$ cat src/rtl/lowmem_pkg.sv
package lowmem_pkg;
  localparam int WORD_W = 64;
  localparam int CHAN_W = 7;
  localparam int CNT_W  = 7;

  // Slot numbers within the low window that carry special rules
  localparam int S_ZERO = 0;
  localparam int S_CHAN = 5;
  localparam int S_CNT  = 7;
  localparam int S_MASK = 12;

  // Fields given in MSB-0 numbering, converted to vector indices
  localparam int CHAN_HI = WORD_W - 1 - 12;
  localparam int CHAN_LO = WORD_W - 1 - 18;
  localparam int LZC_HI  = WORD_W - 1 - 17;
  localparam int LZC_LO  = WORD_W - 1 - 23;
  localparam int AOC_HI  = WORD_W - 1 - 44;
  localparam int AOC_LO  = WORD_W - 1 - 50;
  localparam int MONE_LO = WORD_W - 1 - 19;
  localparam int MWR_HI  = WORD_W - 1 - 20;
  localparam int MWR_LO  = WORD_W - 1 - 47;
  localparam int MWR_W   = MWR_HI - MWR_LO + 1;

  typedef enum logic [2:0] {
    SLOT_MEM,
    SLOT_ZERO,
    SLOT_RSVD,
    SLOT_CHAN,
    SLOT_CNT,
    SLOT_MASK,
    SLOT_IDX
  } slot_e;
endpackage

$ cat src/rtl/lowmem_decode.sv
module lowmem_decode
  import lowmem_pkg::*;
#(
  parameter int AW   = 18,
  parameter int NIDX = 16
) (
  input  logic [AW-1:0]           addr,
  output slot_e                   kind,
  output logic [$clog2(NIDX)-1:0] idx
);
  localparam int IW  = $clog2(NIDX);
  localparam int WIN = 2 * NIDX;

  always_comb begin
    idx = addr[IW-1:0];
    if (addr >= AW'(WIN)) begin
      kind = SLOT_MEM;
    end else if (addr >= AW'(NIDX)) begin
      kind = SLOT_IDX;
    end else begin
      case (int'(addr[IW-1:0]))
        S_ZERO:             kind = SLOT_ZERO;
        S_CHAN:             kind = SLOT_CHAN;
        S_CNT:              kind = SLOT_CNT;
        S_MASK:             kind = SLOT_MASK;
        2, 4, 13, 14, 15:   kind = SLOT_MEM;
        default:            kind = SLOT_RSVD;
      endcase
    end
  end
endmodule

$ cat src/rtl/lowmem_regs.sv
module lowmem_regs
  import lowmem_pkg::*;
#(
  parameter int NIDX = 16
) (
  input  logic                    clk,
  input  logic                    rst_n,
  input  logic                    wr_en,
  input  slot_e                   kind,
  input  logic [$clog2(NIDX)-1:0] idx,
  input  logic [WORD_W-1:0]       wdata,
  input  logic                    chan_load,
  input  logic [CHAN_W-1:0]       chan_value,
  output logic [WORD_W-1:0]       rdata
);
  logic [CHAN_W-1:0] chan_q;
  logic [CNT_W-1:0]  lzc_q, aoc_q;
  logic [MWR_W-1:0]  mask_q;
  logic [WORD_W-1:0] idx_q [NIDX];

  always_ff @(posedge clk) begin
    if (!rst_n)         chan_q <= '0;
    else if (chan_load) chan_q <= chan_value;
  end

  always_ff @(posedge clk) begin
    if (!rst_n) begin
      lzc_q <= '0;
      aoc_q <= '0;
    end else if (wr_en && kind == SLOT_CNT) begin
      lzc_q <= wdata[LZC_HI:LZC_LO];
      aoc_q <= wdata[AOC_HI:AOC_LO];
    end
  end

  always_ff @(posedge clk) begin
    if (!rst_n)                          mask_q <= '0;
    else if (wr_en && kind == SLOT_MASK) mask_q <= wdata[MWR_HI:MWR_LO];
  end

  for (genvar g = 0; g < NIDX; g++) begin : g_idx
    logic [WORD_W-1:0] q;
    always_ff @(posedge clk) begin
      if (!rst_n)                                              q <= '0;
      else if (wr_en && kind == SLOT_IDX && int'(idx) == g)    q <= wdata;
    end
    assign idx_q[g] = q;
  end

  always_comb begin
    rdata = '0;
    case (kind)
      SLOT_CHAN: rdata[CHAN_HI:CHAN_LO] = chan_q;
      SLOT_CNT: begin
        rdata[LZC_HI:LZC_LO] = lzc_q;
        rdata[AOC_HI:AOC_LO] = aoc_q;
      end
      SLOT_MASK: begin
        rdata[WORD_W-1:MONE_LO] = '1;
        rdata[MWR_HI:MWR_LO]    = mask_q;
      end
      SLOT_IDX:  rdata = idx_q[idx];
      default:   rdata = '0;
    endcase
  end
endmodule

$ cat src/rtl/lowmem_overlay.sv
module lowmem_overlay
  import lowmem_pkg::*;
#(
  parameter int AW   = 18,
  parameter int NIDX = 16
) (
  input  logic              clk,
  input  logic              rst_n,
  input  logic              req_valid,
  output logic              req_ready,
  input  logic              req_write,
  input  logic [AW-1:0]     req_addr,
  input  logic [63:0]       req_wdata,
  output logic              resp_valid,
  output logic [63:0]       resp_rdata,
  output logic              mem_valid,
  input  logic              mem_ready,
  output logic              mem_write,
  output logic [AW-1:0]     mem_addr,
  output logic [63:0]       mem_wdata,
  input  logic              mem_rvalid,
  input  logic [63:0]       mem_rdata,
  input  logic              chan_load,
  input  logic [6:0]        chan_value
);
  localparam int IW = $clog2(NIDX);

  slot_e             kind;
  logic [IW-1:0]     idx;
  logic              local_hit, accept;
  logic              pend_q, rsp_q;
  logic [63:0]       reg_rd, rsp_data_q;

  lowmem_decode #(.AW(AW), .NIDX(NIDX)) u_dec (
    .addr (req_addr),
    .kind (kind),
    .idx  (idx)
  );

  assign local_hit = (kind != SLOT_MEM);
  assign req_ready = !pend_q && (local_hit || mem_ready);
  assign accept    = req_valid && req_ready;

  assign mem_valid = req_valid && !local_hit && !pend_q;
  assign mem_write = req_write;
  assign mem_addr  = req_addr;
  assign mem_wdata = req_wdata;

  lowmem_regs #(.NIDX(NIDX)) u_regs (
    .clk        (clk),
    .rst_n      (rst_n),
    .wr_en      (accept && req_write && local_hit),
    .kind       (kind),
    .idx        (idx),
    .wdata      (req_wdata),
    .chan_load  (chan_load),
    .chan_value (chan_value),
    .rdata      (reg_rd)
  );

  always_ff @(posedge clk) begin
    if (!rst_n) begin
      pend_q     <= 1'b0;
      rsp_q      <= 1'b0;
      rsp_data_q <= '0;
    end else begin
      rsp_q <= accept && !req_write && local_hit;
      if (accept && !req_write && local_hit) rsp_data_q <= reg_rd;
      if (accept && !req_write && !local_hit) pend_q <= 1'b1;
      else if (mem_rvalid)                    pend_q <= 1'b0;
    end
  end

  assign resp_valid = rsp_q || mem_rvalid;
  assign resp_rdata = rsp_q ? rsp_data_q : mem_rdata;
endmodule

$ cat config.mk
export PLATFORM = sky130hd
export DESIGN_NAME = lowmem_overlay
export DESIGN_NICKNAME = d
export VERILOG_FILES = /design/src/rtl/lowmem_pkg.sv /design/src/rtl/lowmem_decode.sv /design/src/rtl/lowmem_regs.sv /design/src/rtl/lowmem_overlay.sv
export SDC_FILE = /design/constraint.sdc
export NUM_CORES = 2
export LEC_CHECK = 0
export ABC_AREA = 1
export BUFFER_PORTS_ARGS = -buffer_cell sky130_fd_sc_hd__buf_2
export CORE_ASPECT_RATIO = 2
export CORE_MARGIN = 1.5
export CORE_UTILIZATION = 55
export DETAILED_ROUTE_END_ITERATION = 10
export GPL_TIMING_DRIVEN = 0
export PLACE_DENSITY = 0.84
export SLEW_MARGIN = 20
export SYNTH_ARGS = -nofsm -noshare
export SYNTH_HDL_FRONTEND = slang
export SYNTH_SLANG_ARGS = --single-unit
$ cat constraint.sdc
create_clock -name clk -period 2.8 [get_ports clk]
set_input_delay 0.28 -clock clk [delete_from_list [all_inputs] [get_ports clk]]
set_output_delay 0.28 -clock clk [all_outputs]
set_load 0.05 [all_outputs]
==> impl_metrics.ini, run 1 <==
[die]
fp.dieH_um = 460
rows = 167
ioPinCount = 310
initial_utilization = 0.555
die_w_um = 231

[synth]
ys_types = 33
synthArstFlopShare = 0
yosysSeqAreaShare = 0.397
synth.net_count = 8894
synth_edf_count = 0
synth_area_per_cell_sq_um = 6.57
synthCells = 8730
ys_warn_count = 0
ys_seq_elements = 1139
synth_area_sq_um = 57400
ys.flop_type = dfxtp_1

[status]
status = aborted with a tool error
lastStage = global routing (5_1_grt)
error = [ERROR GRT-0116] Global routing finished with congestion. Check the congestion regions in the DRC Viewer.

[grt]
grt_pass1_wl_um = 514000
grt_util_all_layers = 0.670
grt_max_degree = 16
grt_pass1_vias = 65945
grt.overflow.total = 34

[place]
gp_congestion = 1.12
dpl.hpwl_um = 236000
dp_slack_ns = -3.46
io_buffer_count = 243

[cts]
cts_made_buffers = 105
htreeDepth = 3
numClockSinks = 1139
clk_path_buf_depth = 3
cts.root.buffer_cell = clkbuf_16
## synthesized netlist by cell type, types with 10 or more instances
master | number | area, sq um
o211a_1 | 20 | 200
nand2_1 | 2340 | 8780
nor2_1 | 2296 | 8620
o21ai_0 | 172 | 861
nand4_1 | 42 | 263
inv_1 | 70 | 263
inv_2 | 10 | 37.5
nand3_1 | 296 | 1480
buf_6 | 10 | 113
a22o_1 | 89 | 780
o21ai_1 | 33 | 165
nor3_1 | 52 | 260
clkbuf_1 | 448 | 1680
buf_2 | 155 | 776
o21bai_1 | 960 | 7210
a21oi_1 | 274 | 1370
buf_1 | 197 | 739
dfxtp_1 | 1139 | 22800
buf_4 | 85 | 638
a32o_1 | 13 | 130
## cells by family after synthesis
logic type,synth area share
AND/OR/NAND/NOR,0.340
adder cells (fa/ha/maj),0.000872
flip-flops,0.397
buffers and inverters,0.0742
AO/OA/AOI/OAI,0.188
## per-layer routing
metal  overflow  global-route usage
met2         19               0.890
met3          0               0.420
met4         15               0.711
met1          0               0.669
met5          0               0.134
## repair_timing
action,in CTS
setup endpoints to repair,1145
gates resized for setup,232
hold buffers,35
endpoints found under the hold margin,94
pin swaps,13
setup buffers,20
cloned,1
## per-stage QoR
stage / std cells / instance area (sq um) / util / TNS, ns / hold WS, ns
floorplan: 8730 / 57400 / - / 0 / 0.415
detailed placement: 10340 / 60700 / 0.587 / -3163.15 / 0.454
global placement: 10325 / 60300 / 0.583 / -3682.33 / 0.446
CTS: 10582 / 65400 / 0.632 / 0 / 0.00949
==> run 2: changes to the inputs <==
Settings changed: CORE_ASPECT_RATIO 2 to default, CORE_UTILIZATION 55 to 40, PLACE_DENSITY 0.84 to default, PLACE_DENSITY_LB_ADDON from default to 0.15.
Clock period 2.8 ns to 3.6 ns, I/O delays scaled along.
==> run 2 against run 1 <==
  * The flow now finishes, with violations (setup timing)
  * Area after synthesis unchanged
  * Synthesized cell count unchanged
==> impl_metrics.ini, run 2 <==
[final_layout]
syn_to_final_growth_pct = 15.8
largestRegisters = u_regs.g_idx.q: 1024 flops, rsp_data_q: 64 flops, u_regs.mask_q: 28 flops
fillers = 14904
fin_nets = 9319
finalNonFillerCells = 11171
final_common_cell = nand2_1
largest_register_ffs = 1024
layout-drive-gt1-share = 0.0944
largest_register = u_regs.g_idx.q
mostFrequentLayoutCells = nand2_1 (2326), nor2_1 (2294), dfxtp_1 (1139)

[synth]
synth.net_count = 8894
synthCells = 8730
ys_seq_elements = 1139
synth_area_sq_um = 57400
yosys-top-cells-count = nand2_1 (2340), nor2_1 (2296), dfxtp_1 (1139)
synth_top_area_frac = 0.397
ys_types = 33
ys_warn_count = 0
ys.flop_type = dfxtp_1
yosysMostFrequentCell = nand2_1
yosysSeqAreaShare = 0.397
synthArstFlopShare = 0
synth.top_cells.by_area = dfxtp_1 (40%), nand2_1 (15%), nor2_1 (15%), o21bai_1 (13%), clkbuf_1 (2.9%)
synth_area_per_cell_sq_um = 6.57
synth_edf_count = 0
yosys.area.top_type = dfxtp_1

[die]
fp.dieH_um = 382
die_w_um = 382
ioPinCount = 310
dieArea_sq_um = 146000
initial_utilization = 0.404
coreArea_sq_um = 142000
rows = 138

[sta]
clock_skew_ns = 0.0284
post-route-period-util = 1.01
setup_ws_ns = -0.0457
fmax_mhz = 274
timing.final.crit_period_ns = 3.65
worst_pin_slew_ns = 1.42
rsz0062_at_grt = no
setup_viol = 17
maxSlewViolCount = 0
hold_viol = 0
slew_headroom = 0.0538

[worst_hold_path]
hold_class = in2reg

[worst_setup_path]
cp_max_fo = 14
crit_slowest_cell = nand4_1
r2r-end = u_regs.g_idx[13].q[12]$_SDFFE_PN0P_
crit_start = req_addr[1]
worst_r2r_path_depth = 10
rr_startpoint = pend_q$_SDFFE_PN0P_
crit_arrival_ns = 4.34
r2r_slack_ns = 0.49
cp-start-kind = input port
cpPeakStageDelay_ns = 0.33
crit_top_cell = nand2_1
crit_type = in2reg
cp.required_ns = 4.29
path_cells = buf_2, buf_4, inv_2, clkbuf_8, buf_6, ha_1, nand2_1, nand2_1, nand2_2, nand2_1, nand3_1, nand3_4, nand4_1, inv_2, buf_4, nand2_8, buf_2, nor2_1, nor2_1
endpoint = u_regs.g_idx[13].q[12]$_SDFFE_PN0P_
critPathCaptureType = flip-flop

[route]
via_count = 65327
drtIter0Drc = 10381
dr.pass1.iters = 7
drc_errors = 0
wire_per_inst_um = 28.2
vias_per_cell = 5.85
ant_nets = 0
wirelength_um = 315000

[grt]
grt_pass1_wl_um = 432000
antenna_found_initial = 34
grt_max_degree = 17
grt_pass1_vias = 57784
grt.overflow.total = 0
grt_util_all_layers = 0.414

[place]
dpl.hpwl_um = 226000
gp_congestion = 1.04
dp_slack_ns = -2.46
io_buffer_count = 243
dp.cells = 10874

[power]
power.density_nw_per_um2 = 447
power_mw = 29.7
ir_worst_vdd_mv = 0.496
leakage_nw = 28.5

[status]
violations = setup timing
status = finished with violations

[cts]
cts.root.buffer_cell = clkbuf_16
numClockSinks = 1139
clock_latency_ns = 0.80
htreeDepth = 4
cts_tree = done
clk_path_buf_depth = 3
cts_made_buffers = 135
path_clk_slew_ns = 0.06

[flow_run]
drv_cap = 0
==> run 2: cell counts after synthesis <==
Identical to the previous run, type by type.
==> run 2: worst max-delay path, delay by kind of cell <==
kind                     cells  cell delay (ns)
adder cells (fa/ha/maj)      1             0.29
buffers and inverters        8             1.83
AND/OR/NAND/NOR             10             1.77
==> run 2: cells by family (layout without fill, tap and decap cells) <==
family | count (synthesis) | after routing | share of synthesized area
other cells | 0 | 36 | 0
fa+ha+maj | 4 | 4 | 0.000872
flops | 1139 | 1139 | 0.397
buf+inv | 978 | 1493 | 0.0742
compound gates | 1571 | 1571 | 0.188
simple gates | 5038 | 5038 | 0.340
==> run 2: layout make-up <==
| cell class | instances | area, sq um | area share |
|---|---|---|---|
| sequential | 1139 | 22800 | 0.343 |
| clock inverter | 20 | 185 | 0.00278 |
| antenna | 36 | 90.1 | 0.00135 |
| timing repair buffer | 288 | 1850 | 0.0278 |
| tap | 1890 | 2360 | 0.0356 |
| clock buffer | 207 | 4040 | 0.0607 |
| buffer | 895 | 4280 | 0.0643 |
| inverter | 83 | 317 | 0.00476 |
| multi-input combinational | 6613 | 30600 | 0.460 |
==> run 2: worst min path at each step <==
stage | start | to | slack, ns | depth (start not counted)
2_1_floorplan | rsp_data_q[0]$_SDFFE_PN0P_ | rsp_data_q[0]$_SDFFE_PN0P_ | 0.42 | 2
3_3_place_gp | rsp_data_q[9]$_SDFFE_PN0P_ | rsp_data_q[9]$_SDFFE_PN0P_ | 0.44 | 2
3_5_place_dp | rsp_data_q[4]$_SDFFE_PN0P_ | rsp_data_q[4]$_SDFFE_PN0P_ | 0.44 | 2
4_1_cts | req_wdata[3] | u_regs.g_idx[5].q[3]$_SDFFE_PN0P_ | 0.008 | 3
5_1_grt | req_wdata[0] | u_regs.g_idx[3].q[0]$_SDFFE_PN0P_ | 0.04 | 3
6_report | req_wdata[0] | u_regs.g_idx[3].q[0]$_SDFFE_PN0P_ | 0.03 | 3
==> run 2: what timing repair did <==
item,CTS,global route
endpoints found under the setup margin,1129,1035
setup buffers,4,6
hold buffers,23,0
resized for setup,92,70
endpoints found under the hold margin,26,0
pin swaps,4,8
==> run 2: metrics by stage <==
stage | TNS [ns] | area (sq um) | utilization | hold WS [ns]
after global placement | -3478.62 | 61000 | 0.430 | 0.440
after floorplan | 0 | 57400 | - | 0.422
after detailed placement | -2227.98 | 61400 | 0.432 | 0.442
after global routing | 0 | 66400 | 0.468 | 0.0355
after CTS | -0.0112 | 66100 | 0.466 | 0.00850
final | -0.243 | 66500 | 0.468 | 0.0340
==> run 2: power breakdown <==
group / total, mW / internal (mW) / switching (mW)
clock network: 13.8 / 7.88 / 5.87
registers: 12.6 / 12.6 / 0.00293
logic: 3.34 / 0.584 / 2.76
total: 29.7 / 21.1 / 8.63
==> run 2: metal layers <==
layer,share of wire,vias up,GRT usage
met5,0.0017,-,0.00529
met4,0.062,28,0.235
met3,0.16,969,0.169
met2,0.40,4918,0.580
met1,0.38,30844,0.533
li1,-,28568,-
No activity file was read; power rests on OpenSTA's default activity.
